**config.mk**
```make
export PLATFORM = sky130hd
export DESIGN_NAME = irq_prio_ctl
export DESIGN_NICKNAME = d
export VERILOG_FILES = /design/src/rtl/irq_pkg.sv /design/src/rtl/irq_level_map.sv /design/src/rtl/irq_pick.sv /design/src/rtl/irq_svc_track.sv /design/src/rtl/irq_prio_ctl.sv
export SDC_FILE = /design/constraint.sdc
export NUM_CORES = 1
export LEC_CHECK = 0
export ABC_AREA = 1
export CAP_MARGIN = 10
export CORE_MARGIN = 1.5
export CORE_UTILIZATION = 45
export DETAILED_ROUTE_END_ITERATION = 6
export PLACE_DENSITY_LB_ADDON = 0.05
export SYNTH_ARGS = -nofsm -noshare
export SYNTH_HDL_FRONTEND = slang
export SYNTH_HIERARCHICAL = 1
export SYNTH_SLANG_ARGS = --single-unit
```
**constraint.sdc**
```tcl
create_clock -name clk -period 2.9 [get_ports clk]
set_clock_uncertainty 0.05 [all_clocks]
set_input_delay 0.435 -clock clk [delete_from_list [all_inputs] [get_ports clk]]
set_output_delay 0.435 -clock clk [all_outputs]
set_load 0.01 [all_outputs]
```
**src/rtl/irq_pkg.sv**
```systemverilog
// Package: shared sizes and level numbering for the interrupt priority
// controller. Level numbers double as bit positions in the in-service field.
package irq_pkg;
    localparam int unsigned SRC_COUNT = 13;
    localparam int unsigned LVL_COUNT = 3;
    localparam int unsigned LVL_LO    = 0;
    localparam int unsigned LVL_HI    = 1;
    localparam int unsigned LVL_PF    = 2;
    localparam int unsigned PF_SRC    = 0;
endpackage

```
**src/rtl/irq_level_map.sv**
```systemverilog
// Module: irq_level_map
// Places every source on one of three levels and returns one request
// vector per level. The power-fail source is pinned to the top level;
// the rest follow their high/low bit. Assumes PF_IDX < N.
module irq_level_map #(
    parameter int unsigned N      = 13,
    parameter int unsigned PF_IDX = 0
) (
    input  logic [N-1:0] elig_i,
    input  logic [N-1:0] hi_i,
    output logic [N-1:0] req_pf_o,
    output logic [N-1:0] req_hi_o,
    output logic [N-1:0] req_lo_o
);
    genvar gi;
    generate
        for (gi = 0; gi < N; gi++) begin : g_src
            if (gi == PF_IDX) begin : g_pf
                // power-fail source: fixed top level, priority bit ignored
                assign req_pf_o[gi] = elig_i[gi];
                assign req_hi_o[gi] = 1'b0;
                assign req_lo_o[gi] = 1'b0;
            end else begin : g_sw
                // software-assigned source: high or low by its bit
                assign req_pf_o[gi] = 1'b0;
                assign req_hi_o[gi] = elig_i[gi] & hi_i[gi];
                assign req_lo_o[gi] = elig_i[gi] & ~hi_i[gi];
            end
        end
    endgenerate
endmodule

```
**src/rtl/irq_pick.sv**
```systemverilog
// Module: irq_pick
// Fixed-order picker: reports whether any request is set and the index
// of the lowest set bit. Purely combinational.
module irq_pick #(
    parameter int unsigned N  = 13,
    parameter int unsigned IW = $clog2(N)
) (
    input  logic [N-1:0]  req_i,
    output logic          any_o,
    output logic [IW-1:0] idx_o
);
    // scan from the top so the lowest index is written last and wins
    always_comb begin
        idx_o = '0;
        for (int i = N - 1; i >= 0; i--) begin
            if (req_i[i]) idx_o = IW'(i);
        end
        any_o = |req_i;
    end
endmodule

```
**src/rtl/irq_svc_track.sv**
```systemverilog
// Module: irq_svc_track
// Holds one in-service bit per level. An accepted request sets its level
// bit; a return clears the highest set bit only. Assumes the caller never
// raises acc_v_i in a cycle with ret_i.
module irq_svc_track #(
    parameter int unsigned NL = 3
) (
    input  logic          clk,
    input  logic          rst_n,
    input  logic          acc_v_i,
    input  logic [NL-1:0] acc_lvl_i,
    input  logic          ret_i,
    output logic [NL-1:0] svc_o
);
    logic [NL-1:0] svc_q;
    logic [NL-1:0] top_bit;

    // isolate the highest set in-service bit
    always_comb begin
        top_bit = '0;
        for (int i = 0; i < NL; i++) begin
            if (svc_q[i]) top_bit = NL'(1) << i;
        end
    end

    // update in-service state on return or acceptance
    always_ff @(posedge clk) begin
        if (!rst_n) begin
            svc_q <= '0;
        end else if (ret_i) begin
            svc_q <= svc_q & ~top_bit;
        end else if (acc_v_i) begin
            svc_q <= svc_q | acc_lvl_i;
        end
    end

    assign svc_o = svc_q;

    // accepted level must be strictly above everything in service
    assert_strict_above_R6: assert property (@(posedge clk) disable iff (!rst_n)
        acc_v_i |-> ((svc_q & ~(acc_lvl_i - NL'(1))) == '0));

    // a return drops exactly one in-service level
    assert_ret_drops_one_R8: assert property (@(posedge clk) disable iff (!rst_n)
        (ret_i && (svc_q != '0)) |=> ($countones(svc_q) == $countones($past(svc_q)) - 1));

    // a return with nothing in service changes nothing
    assert_ret_empty_R9: assert property (@(posedge clk) disable iff (!rst_n)
        (ret_i && (svc_q == '0)) |=> (svc_q == '0));
endmodule

```
**src/rtl/irq_prio_ctl.sv**
```systemverilog
// Module: irq_prio_ctl
// Three-level interrupt priority controller. Gates the requests by their
// enables, sorts them onto levels, picks the lowest index per level, and
// accepts the top candidate when its level beats everything in service.
// Outputs are registered; an accepted request shows one edge after it is
// sampled. Assumes pending flags are cleared elsewhere.
module irq_prio_ctl #(
    parameter int unsigned NSRC = irq_pkg::SRC_COUNT,
    parameter int unsigned PF   = irq_pkg::PF_SRC
) (
    input  logic                    clk,
    input  logic                    rst_n,
    input  logic [NSRC-1:0]         pend_i,
    input  logic [NSRC-1:0]         en_i,
    input  logic                    gen_i,
    input  logic [NSRC-1:0]         hi_prio_i,
    input  logic                    reti_i,
    output logic                    take_o,
    output logic [$clog2(NSRC)-1:0] vec_o,
    output logic [irq_pkg::LVL_COUNT-1:0] svc_o
);
    import irq_pkg::*;

    localparam int unsigned IW = $clog2(NSRC);
    localparam int unsigned NL = LVL_COUNT;

    logic [NSRC-1:0] elig;
    logic [NSRC-1:0] req_lv [NL];
    logic [NL-1:0]   pick_v;
    logic [IW-1:0]   pick_idx [NL];
    logic            sel_v;
    logic [NL-1:0]   sel_lvl;
    logic [IW-1:0]   sel_idx;
    logic            acc_v;
    logic            take_q;
    logic [IW-1:0]   vec_q;

    // eligibility: global enable gates everything except power-fail
    always_comb begin
        for (int i = 0; i < NSRC; i++) begin
            elig[i] = pend_i[i] & en_i[i] & ((i == PF) ? 1'b1 : gen_i);
        end
    end

    irq_level_map #(.N(NSRC), .PF_IDX(PF)) u_map (
        .elig_i   (elig),
        .hi_i     (hi_prio_i),
        .req_pf_o (req_lv[LVL_PF]),
        .req_hi_o (req_lv[LVL_HI]),
        .req_lo_o (req_lv[LVL_LO])
    );

    genvar gl;
    generate
        for (gl = 0; gl < NL; gl++) begin : g_lvl
            irq_pick #(.N(NSRC), .IW(IW)) u_pick (
                .req_i (req_lv[gl]),
                .any_o (pick_v[gl]),
                .idx_o (pick_idx[gl])
            );

            // per-level pick is a set bit with no lower set bit
            assert_pick_lowest_R4: assert property (@(posedge clk) disable iff (!rst_n)
                pick_v[gl] |-> (req_lv[gl][pick_idx[gl]] &&
                    ((req_lv[gl] & ((NSRC'(1) << pick_idx[gl]) - NSRC'(1))) == '0)));
        end
    endgenerate

    // choose the highest level whose candidate beats the in-service field
    always_comb begin
        sel_v   = 1'b0;
        sel_lvl = '0;
        sel_idx = '0;
        for (int l = 0; l < NL; l++) begin
            if (pick_v[l] && ((svc_o >> l) == '0)) begin
                sel_v   = 1'b1;
                sel_lvl = NL'(1) << l;
                sel_idx = pick_idx[l];
            end
        end
        acc_v = sel_v & ~reti_i;
    end

    irq_svc_track #(.NL(NL)) u_svc (
        .clk       (clk),
        .rst_n     (rst_n),
        .acc_v_i   (acc_v),
        .acc_lvl_i (sel_lvl),
        .ret_i     (reti_i),
        .svc_o     (svc_o)
    );

    // register the strobe and hold the last accepted index
    always_ff @(posedge clk) begin
        if (!rst_n) begin
            take_q <= 1'b0;
            vec_q  <= '0;
        end else begin
            take_q <= acc_v;
            if (acc_v) vec_q <= sel_idx;
        end
    end

    assign take_o = take_q;
    assign vec_o  = vec_q;

    // power-fail acceptance always lands in the top in-service bit
    assert_pf_top_R2: assert property (@(posedge clk) disable iff (!rst_n)
        (take_o && (vec_o == IW'(PF))) |-> svc_o[LVL_PF]);

    // no acceptance follows a return cycle
    assert_reti_blocks_R8: assert property (@(posedge clk) disable iff (!rst_n)
        reti_i |=> !take_o);

    // each strobe adds exactly one in-service level
    assert_take_adds_R7: assert property (@(posedge clk) disable iff (!rst_n)
        take_o |-> ($countones(svc_o) == $countones($past(svc_o)) + 1));
endmodule

```
# [After elaboration in Yosys (flattened, before gate mapping)]
# Cells that the tools add are included.
[classes] addsub=0 mul=0 n_div=0 order_cmp=0 n_eq_ne=0 n_shift=0 n_mux=38 n_bitwise=66 reduce_logical=9
[op_table] operator="$mux W4" count=27
[op_table] operator="$and A1 B1 Y1" count=50
[op_table] operator="$reduce_or A12 Y1" count=2
[op_table] operator="$not A1 Y1" count=13
[op_table] operator="$mux W3" count=4
[op_table] operator="$logic_not A3 Y1" count=3
[op_table] operator="$mux W1" count=5
[op_table] operator="$mux W2" count=2
[op_table] operator="$and A3 B3 Y3" count=1
[op_table] operator="$logic_and A1 B1 Y1" count=3
[op_table] operator="$not A3 Y3" count=1
[op_table] operator="$or A3 B3 Y3" count=1
[op_table] operator="$reduce_bool A2 Y1" count=1
[totals] reg_bits=8 latchBits=0 ram_bits=0 rom_bits=0 out_inout_bits=8 n_memories=0

# [Longest topological paths before layout]
[logic_depth] depth_word=18 ltp_mapped=22 ltp_nobuf=21

# [Hierarchy]
# Netlist, hierarchy kept.
[modules_own_cells] module="irq_pick" instances=3 cells_each=34 area_per_inst_um2=188.9 seq_area_each_um2=0.0
[modules_own_cells] module="irq_prio_ctl" instances=1 cells_each=104 area_per_inst_um2=499.2 seq_area_each_um2=100.1
[modules_own_cells] module="irq_level_map" instances=1 cells_each=64 area_per_inst_um2=326.6 seq_area_each_um2=0.0
[modules_own_cells] module="irq_svc_track" instances=1 cells_each=26 area_per_inst_um2=151.4 seq_area_each_um2=60.1

# [Least setup slack after synthesis]
# OpenSTA, ideal clock, no wires.
[synth_path] path_kind="input port to flip-flop" startpoint="in gen_i" endpoint="reg u_svc.svc_q[0], in the netlist u_svc/svc_o[0]" setup_time_ns=0.112 arrival_time_ns=2.077 setup_slack_ns=0.660 path_stages=15 path_cell_list="inv_1 clkbuf_1 nor2_1 nand2_1 inv_1 nor4_4 nand3_1 nand2_2 nand3_2 nand2_4 inv_1 inv_1 nor2_1 nand3_1 nand2_1"
[synth_rtl] item="from (decl)" line_no="irq_prio_ctl.sv:15" text="input logic gen_i,"
[synth_rtl] item="to (signal assigned)" line_no="irq_svc_track.sv:31" text="svc_q <= svc_q & ~top_bit;"
[synth_rtl] item="to (signal assigned)" line_no="irq_svc_track.sv:33" text="svc_q <= svc_q | acc_lvl_i;"
[synth_rtl] item="to (decl)" line_no="irq_svc_track.sv:15" text="logic [NL-1:0] svc_q;"

==> impl_metrics.json <==
{
  "grt_util_all_layers": 0.170,
  "reg_to_reg_critical_path_startpoint": "u_svc/svc_o[2]$_SDFFE_PN0P_",
  "worst-path-max-fanout": 12,
  "worst_ep_arrival_time_ns": 2.51,
  "critPathRequiredTime_ns": 2.99,
  "run_status": "complete, no violations",
  "synth_area_leaders": "sky130_fd_sc_hd__nand2_1, sky130_fd_sc_hd__inv_1, sky130_fd_sc_hd__nor2_1, sky130_fd_sc_hd__dfxtp_1, sky130_fd_sc_hd__buf_4",
  "postSynthAreaPerCell_um2": 5.22,
  "power_frac_clock": 0.199,
  "synthesis.instances": 296,
  "layout.cells.most_common_list": "sky130_fd_sc_hd__nand2_1, sky130_fd_sc_hd__inv_1, sky130_fd_sc_hd__clkdlybuf4s50_1",
  "postRouteAntennaNets": 0,
  "post_cts_resize_count": 0,
  "worst_setup_path_start_kind": "input pin",
  "switchingPower_uw": 143,
  "report.final.setup_viol": 0,
  "r2r_setup_slack_ns": 1.57,
  "worst_path_dominant_cell_family": "simple AND/OR/NAND/NOR gates",
  "hp-class": "register to register",
  "area_growth_syn_to_layout_pct": 35.7,
  "clock_latency_ns": 0.25,
  "synth_seq_cells": 8,
  "cell_internal_pwr_uw": 277,
  "worst_path_largest_cell_delay_ns": 0.39,
  "holdWs_ns": 0.460,
  "cts_buffer_depth": 2,
  "crit_share_post_route": 0.834,
  "root_driver": "sky130_fd_sc_hd__clkbuf_4",
  "fp.dieH_um": 61.6,
  "cts.reportedPaths.clkPinSlew_ns": 0.05,
  "worstReg2RegEnd": "u_svc/svc_o[0]$_SDFFE_PN0P_",
  "route.detailed.wl_per_inst_um": 7.37,
  "detailedRoute.firstPassIterationCount": 4,
  "post_synth_instance_area_mm2": 0.00154,
  "final-hold-violation-count": 0,
  "synth_cell_type_count": 24,
  "vias_after_detailed_routing": 1660,
  "vdd_ir_drop_max_mv": 0.0705,
  "global_route.overflow_total": 0,
  "power.share.switching": 0.341,
  "cap_viol_max_count": 0,
  "cts.htree.levels": 1,
  "gp_congestion": 0.786,
  "drive_gt1_frac": 0.135,
  "critical_path_cell_count": 18,
  "worst_hold_startpoint": "u_svc/svc_o[1]$_SDFFE_PN0P_",
  "worst-path-buf-inv": 7,
  "port_buffers": 49,
  "power.density_cell_area_mw_per_mm2": 201,
  "design.die.area_mm2": 0.00379,
  "die_w_um": 61.6,
  "max_freq_ghz": 0.414,
  "finalCriticalPeriod_ns": 2.42,
  "grt_antenna_before_repair": 0,
  "finalNetCount": 393,
  "slew_viol_final": 0,
  "timing.reg2reg.worst_path_depth": 9,
  "initial_core_util": 0.466,
  "starting_drt_drc_count": 54,
  "library_cell_occupying_the_most_area_in_the_post_synthesis_netlist": "sky130_fd_sc_hd__nand2_1",
  "num_antenna_cells": 0,
  "cts.sinks": 8,
  "hpwl_reported_at_the_end_of_detailed_placement_um": 2620,
  "placeableCoreArea_mm2": 0.00331,
  "tritoncts_clock_tree": "done",
  "unrepaired_setup_endpoints_after_global_routing": "false",
  "cts_inserted_buffers": 3,
  "postCtsSetupRepairBufs": 0,
  "final_wl_um": 2900,
  "total_leakage_power_uw": 0.00106,
  "crit_path_kind": "input pin to register",
  "p_comb_frac": 0.518,
  "p_seq_frac": 0.283,
  "fp-row-count": 21,
  "min_delay_path_depth": 2,
  "detail_route.vias_per_cell": 4.21,
  "ioPinCount": 51,
  "hold_worst_path_end": "u_svc/svc_o[1]$_SDFFE_PN0P_",
  "list_of_cells_traversed_by_the_critical_path": "clkdlybuf4s50_1, inv_1, buf_12, nor2_1, nand2_1, inv_1, inv_2, nand2_1, nor4_1, nand3_1, nand2_2, nand3_2, nand2_4, inv_1, inv_1, nor2_1, nand3_1, nand2_1",
  "netlist.area_leader.share": 0.212,
  "synth-seq-area-share": 0.104,
  "fillCellCount": 352,
  "fin_setup_tns_ns": 0,
  "grt_max_degree": 13,
  "grt_first_pass_wirelength_um": 5090,
  "worst_setup_path_end_kind": "register",
  "synth.yosys.warnings": 6,
  "drc": 0,
  "path_common_cell": "sky130_fd_sc_hd__inv_1",
  "hold_buffers": 0,
  "cp_slowest_cell": "sky130_fd_sc_hd__clkdlybuf4s50_1",
  "mostFrequentLayoutCell": "sky130_fd_sc_hd__nand2_1",
  "via_count_of_the_first_global_routing_pass": 1381
}
cell type report:
type                       instances  area [um^2]  area share
multi-input combinational        206         1020       0.487
timing repair buffer              52          538       0.257
inverter                          79          297       0.142
sequential                         8          160      0.0765
tap                               46         57.6      0.0275
clock buffer                       3         22.5      0.0108
kinds of logic after synthesis:
group / share of synthesized area
buffers and inverters: 0.267
DFF: 0.104
other: 0.00243
and+or+nand+nor: 0.554
AOI/OAI and AO/OA: 0.0721
registers in the layout, indices dropped and copies added, names as in the netlist:
name / flops
u_svc/svc_o: 3
take_o: 1
vec_o: 4
metrics by stage:
stage,util,cells,cell area (um^2),power (uW),setup slack (ns)
3_3_place_gp,0.626,391,2070,334,0.266
2_1_floorplan,-,309,1590,257,0.660
5_1_grt,0.633,394,2090,461,0.289
3_5_place_dp,0.626,391,2070,337,0.254
4_1_cts,0.633,394,2090,425,0.508
6_report,0.633,394,2090,420,0.483
Yosys cell counts, drive strengths merged:
cell / n
dfxtp: 8
inv: 79
clkbuf: 1
a31oi: 3
a21oi: 5
o211ai: 3
nor4: 6
buf: 15
conb: 1
nor3: 4
nand4: 3
nand2: 90
nor2: 59
or2: 3
a21boi: 3
nand3: 13
power groups by stage:
stage / clock, uW / combinational, uW / sequential, uW
CTS: 89.5 / 217 / 119
global placement: 0 / 213 / 121
finish: 83.6 / 217 / 119
floorplan: 0 / 133 / 124
detailed placement: 0 / 216 / 121
global route: 96.4 / 245 / 120
tightest hold or removal path, stage by stage (launching register included):
cell                      delay, ns
sky130_fd_sc_hd__dfxtp_1       0.35
sky130_fd_sc_hd__inv_1         0.06
sky130_fd_sc_hd__a21oi_1       0.05
worst max-delay path by stage:
| stage | from | end | slack (ns) |
|---|---|---|---|
| 2_1_floorplan | gen_i | u_svc/svc_o[0]$_SDFFE_PN0P_ | 0.66 |
| 3_3_place_gp | gen_i | u_svc/svc_o[0]$_SDFFE_PN0P_ | 0.27 |
| 3_5_place_dp | gen_i | u_svc/svc_o[0]$_SDFFE_PN0P_ | 0.25 |
| 4_1_cts | gen_i | u_svc/svc_o[0]$_SDFFE_PN0P_ | 0.51 |
| 5_1_grt | gen_i | u_svc/svc_o[0]$_SDFFE_PN0P_ | 0.29 |
| 6_report | gen_i | u_svc/svc_o[0]$_SDFFE_PN0P_ | 0.48 |
metal layers:
metal | vias to the layer above | wire (um) | global-route usage
li1 | 946 | - | -
met1 | 684 | 1340 | 0.199
met2 | 30 | 1490 | 0.332
met3 | 0 | 72 | 0.0189
met4 | 0 | 0 | 0.0274
met5 | - | 0 | 0
Note: power is estimated with default switching activity, not from simulation.
